File: config.mk
export PLATFORM = sky130hd
export DESIGN_NAME = pstate_clkctl
export DESIGN_NICKNAME = d
export VERILOG_FILES = /design/src/rtl/pstate_pkg.sv /design/src/rtl/pstate_brk_detect.sv /design/src/rtl/pstate_fsm.sv /design/src/rtl/pstate_clkctl.sv
export SDC_FILE = /design/constraint.sdc
export NUM_CORES = 1
export LEC_CHECK = 0
export ABC_AREA = 1
export BUFFER_PORTS_ARGS = -buffer_cell sky130_fd_sc_hd__buf_2
export CORE_MARGIN = 8
export CORE_UTILIZATION = 32
export DETAILED_ROUTE_END_ITERATION = 7
export PLACE_DENSITY = 0.78
export SKIP_CTS_REPAIR_TIMING = 1
export SYNTH_ARGS = -nofsm -noshare
export SYNTH_HDL_FRONTEND = slang
export SYNTH_SLANG_ARGS = --single-unit
File: constraint.sdc
create_clock -name clk -period 1.3 [get_ports clk]
set_input_delay 0.13 -clock clk [delete_from_list [all_inputs] [get_ports clk]]
set_output_delay 0.13 -clock clk [all_outputs]
set_load 0.05 [all_outputs]
File: src/rtl/pstate_pkg.sv
package pstate_pkg;

    // Externally visible C-state encoding
    localparam logic [1:0] CST_C0 = 2'b00;
    localparam logic [1:0] CST_C1 = 2'b01;
    localparam logic [1:0] CST_C2 = 2'b10;

    // Internal controller states
    typedef enum logic [1:0] {
        ST_RUN     = 2'd0,
        ST_HALT    = 2'd1,
        ST_STOP    = 2'd2,
        ST_RELEASE = 2'd3
    } ctl_state_e;

endpackage

File: src/rtl/pstate_brk_detect.sv
module pstate_brk_detect #(
    parameter int NUM_IRQ    = 24,
    parameter int NARROW_IRQ = 16
) (
    input  logic               clk,
    input  logic               rst_n,
    input  logic               irq_wide,
    input  logic [NUM_IRQ-1:0] irq_line,
    input  logic [NUM_IRQ-1:0] irq_mask,
    input  logic               sci_evt,
    input  logic               nmi_evt,
    input  logic               smi_evt,
    input  logic               init_evt,
    output logic               brk_q,
    output logic               brk_pulse
);
    logic [NUM_IRQ-1:0] line_en;
    logic               brk_lvl;
    logic               brk_d;

    // Lines above the narrow count only take part in wide mode
    for (genvar i = 0; i < NUM_IRQ; i++) begin : g_en
        if (i < NARROW_IRQ) begin : g_fixed
            assign line_en[i] = 1'b1;
        end else begin : g_sel
            assign line_en[i] = irq_wide;
        end
    end

    always_comb begin
        brk_lvl = (|(irq_line & ~irq_mask & line_en))
                | sci_evt | nmi_evt | smi_evt | init_evt;
    end

    always_ff @(posedge clk or negedge rst_n) begin
        if (!rst_n) begin
            brk_q <= 1'b0;
            brk_d <= 1'b0;
        end else begin
            brk_q <= brk_lvl;
            brk_d <= brk_q;
        end
    end

    assign brk_pulse = brk_q & ~brk_d;

    // the pulse never lasts two clocks
    assert_pulse_single_R9: assert property (@(posedge clk) disable iff (!rst_n)
        brk_pulse |=> !brk_pulse);

    // a sampled SCI source always registers as a break
    assert_sci_breaks_R7: assert property (@(posedge clk) disable iff (!rst_n)
        sci_evt |=> brk_q);

endmodule

File: src/rtl/pstate_fsm.sv
module pstate_fsm
    import pstate_pkg::*;
(
    input  logic       clk,
    input  logic       rst_n,
    input  logic       cpu_halt,
    input  logic       lvl2_rd,
    input  logic       brk_q,
    output logic       stpclk_n,
    output logic [1:0] cstate
);
    ctl_state_e st_q, st_nx;
    logic       hflag_q, hflag_nx;

    // Next-state and halt-flag logic
    always_comb begin
        st_nx    = st_q;
        hflag_nx = hflag_q;
        unique case (st_q)
            ST_RUN: begin
                hflag_nx = 1'b0;
                if (lvl2_rd) begin
                    st_nx    = ST_STOP;          // T_STOP
                    hflag_nx = cpu_halt;
                end else if (cpu_halt) begin
                    st_nx = ST_HALT;             // T_HALT
                end
            end
            ST_HALT: begin
                if (brk_q) begin
                    st_nx    = ST_RUN;           // T_WAKE
                    hflag_nx = 1'b0;
                end else if (lvl2_rd) begin
                    st_nx    = ST_STOP;          // T_STOP, halt preceded
                    hflag_nx = 1'b1;
                end
            end
            ST_STOP: begin
                if (cpu_halt) hflag_nx = 1'b1;
                if (brk_q) st_nx = ST_RELEASE;   // T_RELEASE
            end
            ST_RELEASE: begin
                hflag_nx = 1'b0;
                if (hflag_q && !brk_q) st_nx = ST_HALT;  // T_RESUME_HALT
                else                   st_nx = ST_RUN;   // T_RESUME_RUN
            end
            default: st_nx = ST_RUN;
        endcase
    end

    // State register
    always_ff @(posedge clk or negedge rst_n) begin
        if (!rst_n) begin
            st_q    <= ST_RUN;
            hflag_q <= 1'b0;
        end else begin
            st_q    <= st_nx;
            hflag_q <= hflag_nx;
        end
    end

    // Outputs
    always_comb begin
        stpclk_n = 1'b1;
        cstate   = CST_C0;
        unique case (st_q)
            ST_RUN:     cstate = CST_C0;
            ST_HALT:    cstate = CST_C1;
            ST_STOP: begin
                cstate   = CST_C2;
                stpclk_n = 1'b0;
            end
            ST_RELEASE: cstate = CST_C2;
            default:    cstate = CST_C0;
        endcase
    end

    assert_halt_to_c1_R2: assert property (@(posedge clk) disable iff (!rst_n)
        (cstate == CST_C0 && cpu_halt && !lvl2_rd) |=> cstate == CST_C1);

    assert_l2_stops_R3: assert property (@(posedge clk) disable iff (!rst_n)
        ((cstate == CST_C0 || (cstate == CST_C1 && !brk_q)) && lvl2_rd) |=> !stpclk_n);

    assert_break_releases_R4: assert property (@(posedge clk) disable iff (!rst_n)
        (!stpclk_n && brk_q) |=> stpclk_n);

    assert_c1_wake_R6: assert property (@(posedge clk) disable iff (!rst_n)
        (cstate == CST_C1 && brk_q) |=> cstate == CST_C0);

    assert_legal_enc_R10: assert property (@(posedge clk) disable iff (!rst_n)
        cstate != 2'b11);

    assert_l2_ignored_R10: assert property (@(posedge clk) disable iff (!rst_n)
        (!stpclk_n && !brk_q && lvl2_rd) |=> !stpclk_n);

endmodule

File: src/rtl/pstate_clkctl.sv
module pstate_clkctl #(
    parameter int NUM_IRQ    = 24,
    parameter int NARROW_IRQ = 16
) (
    input  logic               clk,
    input  logic               rst_n,
    input  logic               irq_wide,
    input  logic               cpu_halt,
    input  logic               lvl2_rd,
    input  logic [NUM_IRQ-1:0] irq_line,
    input  logic [NUM_IRQ-1:0] irq_mask,
    input  logic               sci_evt,
    input  logic               nmi_evt,
    input  logic               smi_evt,
    input  logic               init_evt,
    output logic               stpclk_n,
    output logic [1:0]         cstate,
    output logic               brk_pulse
);
    logic brk_q;

    pstate_brk_detect #(
        .NUM_IRQ    (NUM_IRQ),
        .NARROW_IRQ (NARROW_IRQ)
    ) u_brk (
        .clk       (clk),
        .rst_n     (rst_n),
        .irq_wide  (irq_wide),
        .irq_line  (irq_line),
        .irq_mask  (irq_mask),
        .sci_evt   (sci_evt),
        .nmi_evt   (nmi_evt),
        .smi_evt   (smi_evt),
        .init_evt  (init_evt),
        .brk_q     (brk_q),
        .brk_pulse (brk_pulse)
    );

    pstate_fsm u_fsm (
        .clk      (clk),
        .rst_n    (rst_n),
        .cpu_halt (cpu_halt),
        .lvl2_rd  (lvl2_rd),
        .brk_q    (brk_q),
        .stpclk_n (stpclk_n),
        .cstate   (cstate)
    );

endmodule

==> run_results.csv <==
group,metric,value,unit
run_status,outcome,"completed",
global_routing,use_met1,10.2,%
setup_path,worstPathRequired,1170,ps
route,drc,0,
power,power_frac_seq,24.9,%
yosys,ys_ff_latch,5,
sta,worst_pin_slew,240,ps
power,power.internal,0.511,mW
yosys,yosysTopAreaCellShare,26.4,%
yosys,synth-seq-area-share,23.8,%
global_routing,grt_usage,11.3,%
die,coreArea,1520,µm²
die,fp.dieH,56.5,µm
finish,regArea,125,µm²
route,wl,1810,µm
yosys,synth_async_sr_flop_share,100,%
worst_hold_path,min_path_type,"in2reg",
route,drt_iter0_drc,8,
power,p_sw_share,47.6,%
placement,gp_congestion,0.879,
global_routing,grt_max_degree,7,
placement,port_buffers,60,
finish,area_growth,69.5,%
yosys,synth_area,526,µm²
global_routing,globalRouteMet3Util,4.94,%
finish,multi_input_area,285,µm²
power,report.power.total,0.974,mW
setup_path,crit_path_start_kind,"register",
sta,slew_headroom,83.9,%
global_routing,gr-total-overflow,0,
global_routing,antenna_found_initial,0,
clock_tree,cts_buffers,3,
setup_path,timing_worst_setup_path_type,"reg2out",
clock_tree,cts_tree,"built",
global_routing,use_met2,19.1,%
power,comb_power_share,56.2,%
global_routing,grt_pass1_wl,3060,µm
yosys,synth_top_area_cell,"nand2_1",
route,avgViaCountPerCell,4.31,
die,std_cell_rows,14,
placement,hpwl,1650,µm
sta,hold_viol,0,
sta,fin_skew,2.97,ps
sta,slew_viol_final,0,
power,leakage,0.616,nW
die,start_util,34.5,%
clock_tree,path_clk_slew,50,ps
sta,fin_crit,1220,ps
yosys,synth_commonest_cells,"37 x nand2_1, 30 x inv_1, 11 x nor2_1",
power,power.switching,0.463,mW
route,detail_route.first_pass.iterations,4,
finish,antenna_cells,0,
yosys,yosysMostFrequentCell,"nand2_1",
setup_path,cp_max_fo,6,
die,dieArea,3200,µm²
setup_path,crit_path_end_kind,"output pin",
yosys,synth_fp_nets,159,
die,ioPinCount,61,
power,pwr_density_cell,1090,nW/µm²
clock_tree,clockBufferDepth,2,
finish,final_nets,224,
sta,fmax,817,MHz
clock_tree,clock_latency,240,ps
clock_tree,clock_sink_count,5,
yosys,syn-mean-instance-area,5.15,µm²
power,ir_worst_vdd,0.000592,V
yosys,synth_ff_type,"dfrtp_1",
setup_path,critPathArrivalTime,1090,ps
yosys,synth_edf_count,0,
route,wl_per_cell,9.96,µm
yosys,netlist_instances,102,
sta,tns,0,ps
sta,post-route-period-util,94.1,%
yosys,synth_cell_types,16,
sta,hold_ws,118,ps
yosys,synthTopCellsByArea,"nand2_1 26%, dfrtp_1 24%, inv_1 21%",
power,clkPwrFrac,19.0,%
finish,final_layout_size_suffix_gt1_share,41.0,%
yosys,ys.warnings.count,0,
clock_tree,cts-root-buf,"clkbuf_4",
global_routing,grt_pass1_vias,898,
global_routing,grt-busiest-layer,"met2",
die,die_w,56.5,µm
route,postRouteAntennaNets,0,
finish,fillCellCount,141,
clock_tree,htreeDepth,1,
sta,setup_viol_count_final,0,
sta,rsz0062_at_grt,"no",
route,routed-via-count,784,
flow_run,drv_cap,0,
-- power groups by stage --
stage | Combinational (mW) | Sequential (mW) | Clock, mW
global placement | 0.522 | 0.241 | 0
finish | 0.547 | 0.242 | 0.185
floorplan | 0.381 | 0.237 | 0
CTS | 0.533 | 0.243 | 0.196
global route | 0.600 | 0.246 | 0.212
detailed placement | 0.533 | 0.246 | 0
-- kinds of logic (layout without fill, tap and decap cells) --
kind of cell    after synthesis  count (layout)  share of synthesized area (%)
simple gates                 58              58                           46.2
compound gates                7               7                           7.14
flops                         5               5                           23.8
buf+inv                      32              96                           22.9
-- critical path: stages (launching register included) --
cell and delay (ps):
dfrtp_1 450, nor2_4 160, clkbuf_4 240
-- path summary, 6_finish.rpt --
kind                                           startpoint  depth (start not counted)                        end  slack [ps]
worst min register to register      u_brk.brk_q$_DFF_PN0_                          0      u_brk.brk_d$_DFF_PN0_         460
max in group asynchronous                           rst_n                          2  u_fsm.st_q[1]$_DFFE_PN0P_         920
worst max-delay path            u_fsm.st_q[1]$_DFFE_PN0P_                          2                  cstate[0]          80
worst max register to register  u_fsm.st_q[1]$_DFFE_PN0P_                          3  u_fsm.hflag_q$_DFFE_PN0P_         250
min in group asynchronous                           rst_n                          2  u_fsm.st_q[0]$_DFFE_PN0P_         240
worst min-delay path                             irq_wide                          3      u_brk.brk_q$_DFF_PN0_         120
-- sequential cells by signal, indices dropped and copies added, names as in the netlist --
signal         cells
u_fsm.st_q         2
u_brk.brk_d        1
u_brk.brk_q        1
u_fsm.hflag_q      1
-- per-stage QoR --
step,utilization (%),worst slack (ps),instances,instance area (µm²)
3_3_place_gp,55.6,311,177,847
6_report,58.5,76.5,182,891
2_1_floorplan,-,72.8,102,531
3_5_place_dp,55.6,269,177,847
4_1_cts,57.3,29.7,181,873
5_1_grt,58.5,15.8,182,891
-- per-layer routing --
layer  vias to the layer above  wire, µm
li1                        422         -
met5                         -         0
met1                       321       702
met3                         2       180
met2                        39       900
met4                         0        29
-- placed cells by master (no fill, tap or decap) --
cell type	instances
clkbuf_4	6
nand3_1	2
nor2_1	11
nor2_4	1
nand2_1	37
inv_2	1
nand2_2	1
dlygate4sd3_1	1
o21ai_0	2
clkbuf_1	1
nand4_1	3
inv_1	30
dfrtp_1	5
buf_2	57
o21ai_1	1
nor2_2	1
nand3_2	1
o31ai_1	1
a21oi_1	3
nor3_1	1
-- area by class of cell --
class / instances / area share, %
Timing Repair Buffer: 61 / 35.7
Multi-Input combinational cell: 65 / 32.0
Sequential cell: 5 / 14.0
Inverter: 31 / 13.1
Clock buffer: 4 / 2.95
Tap cell: 16 / 2.25
No activity file was read; power rests on OpenSTA's default activity.
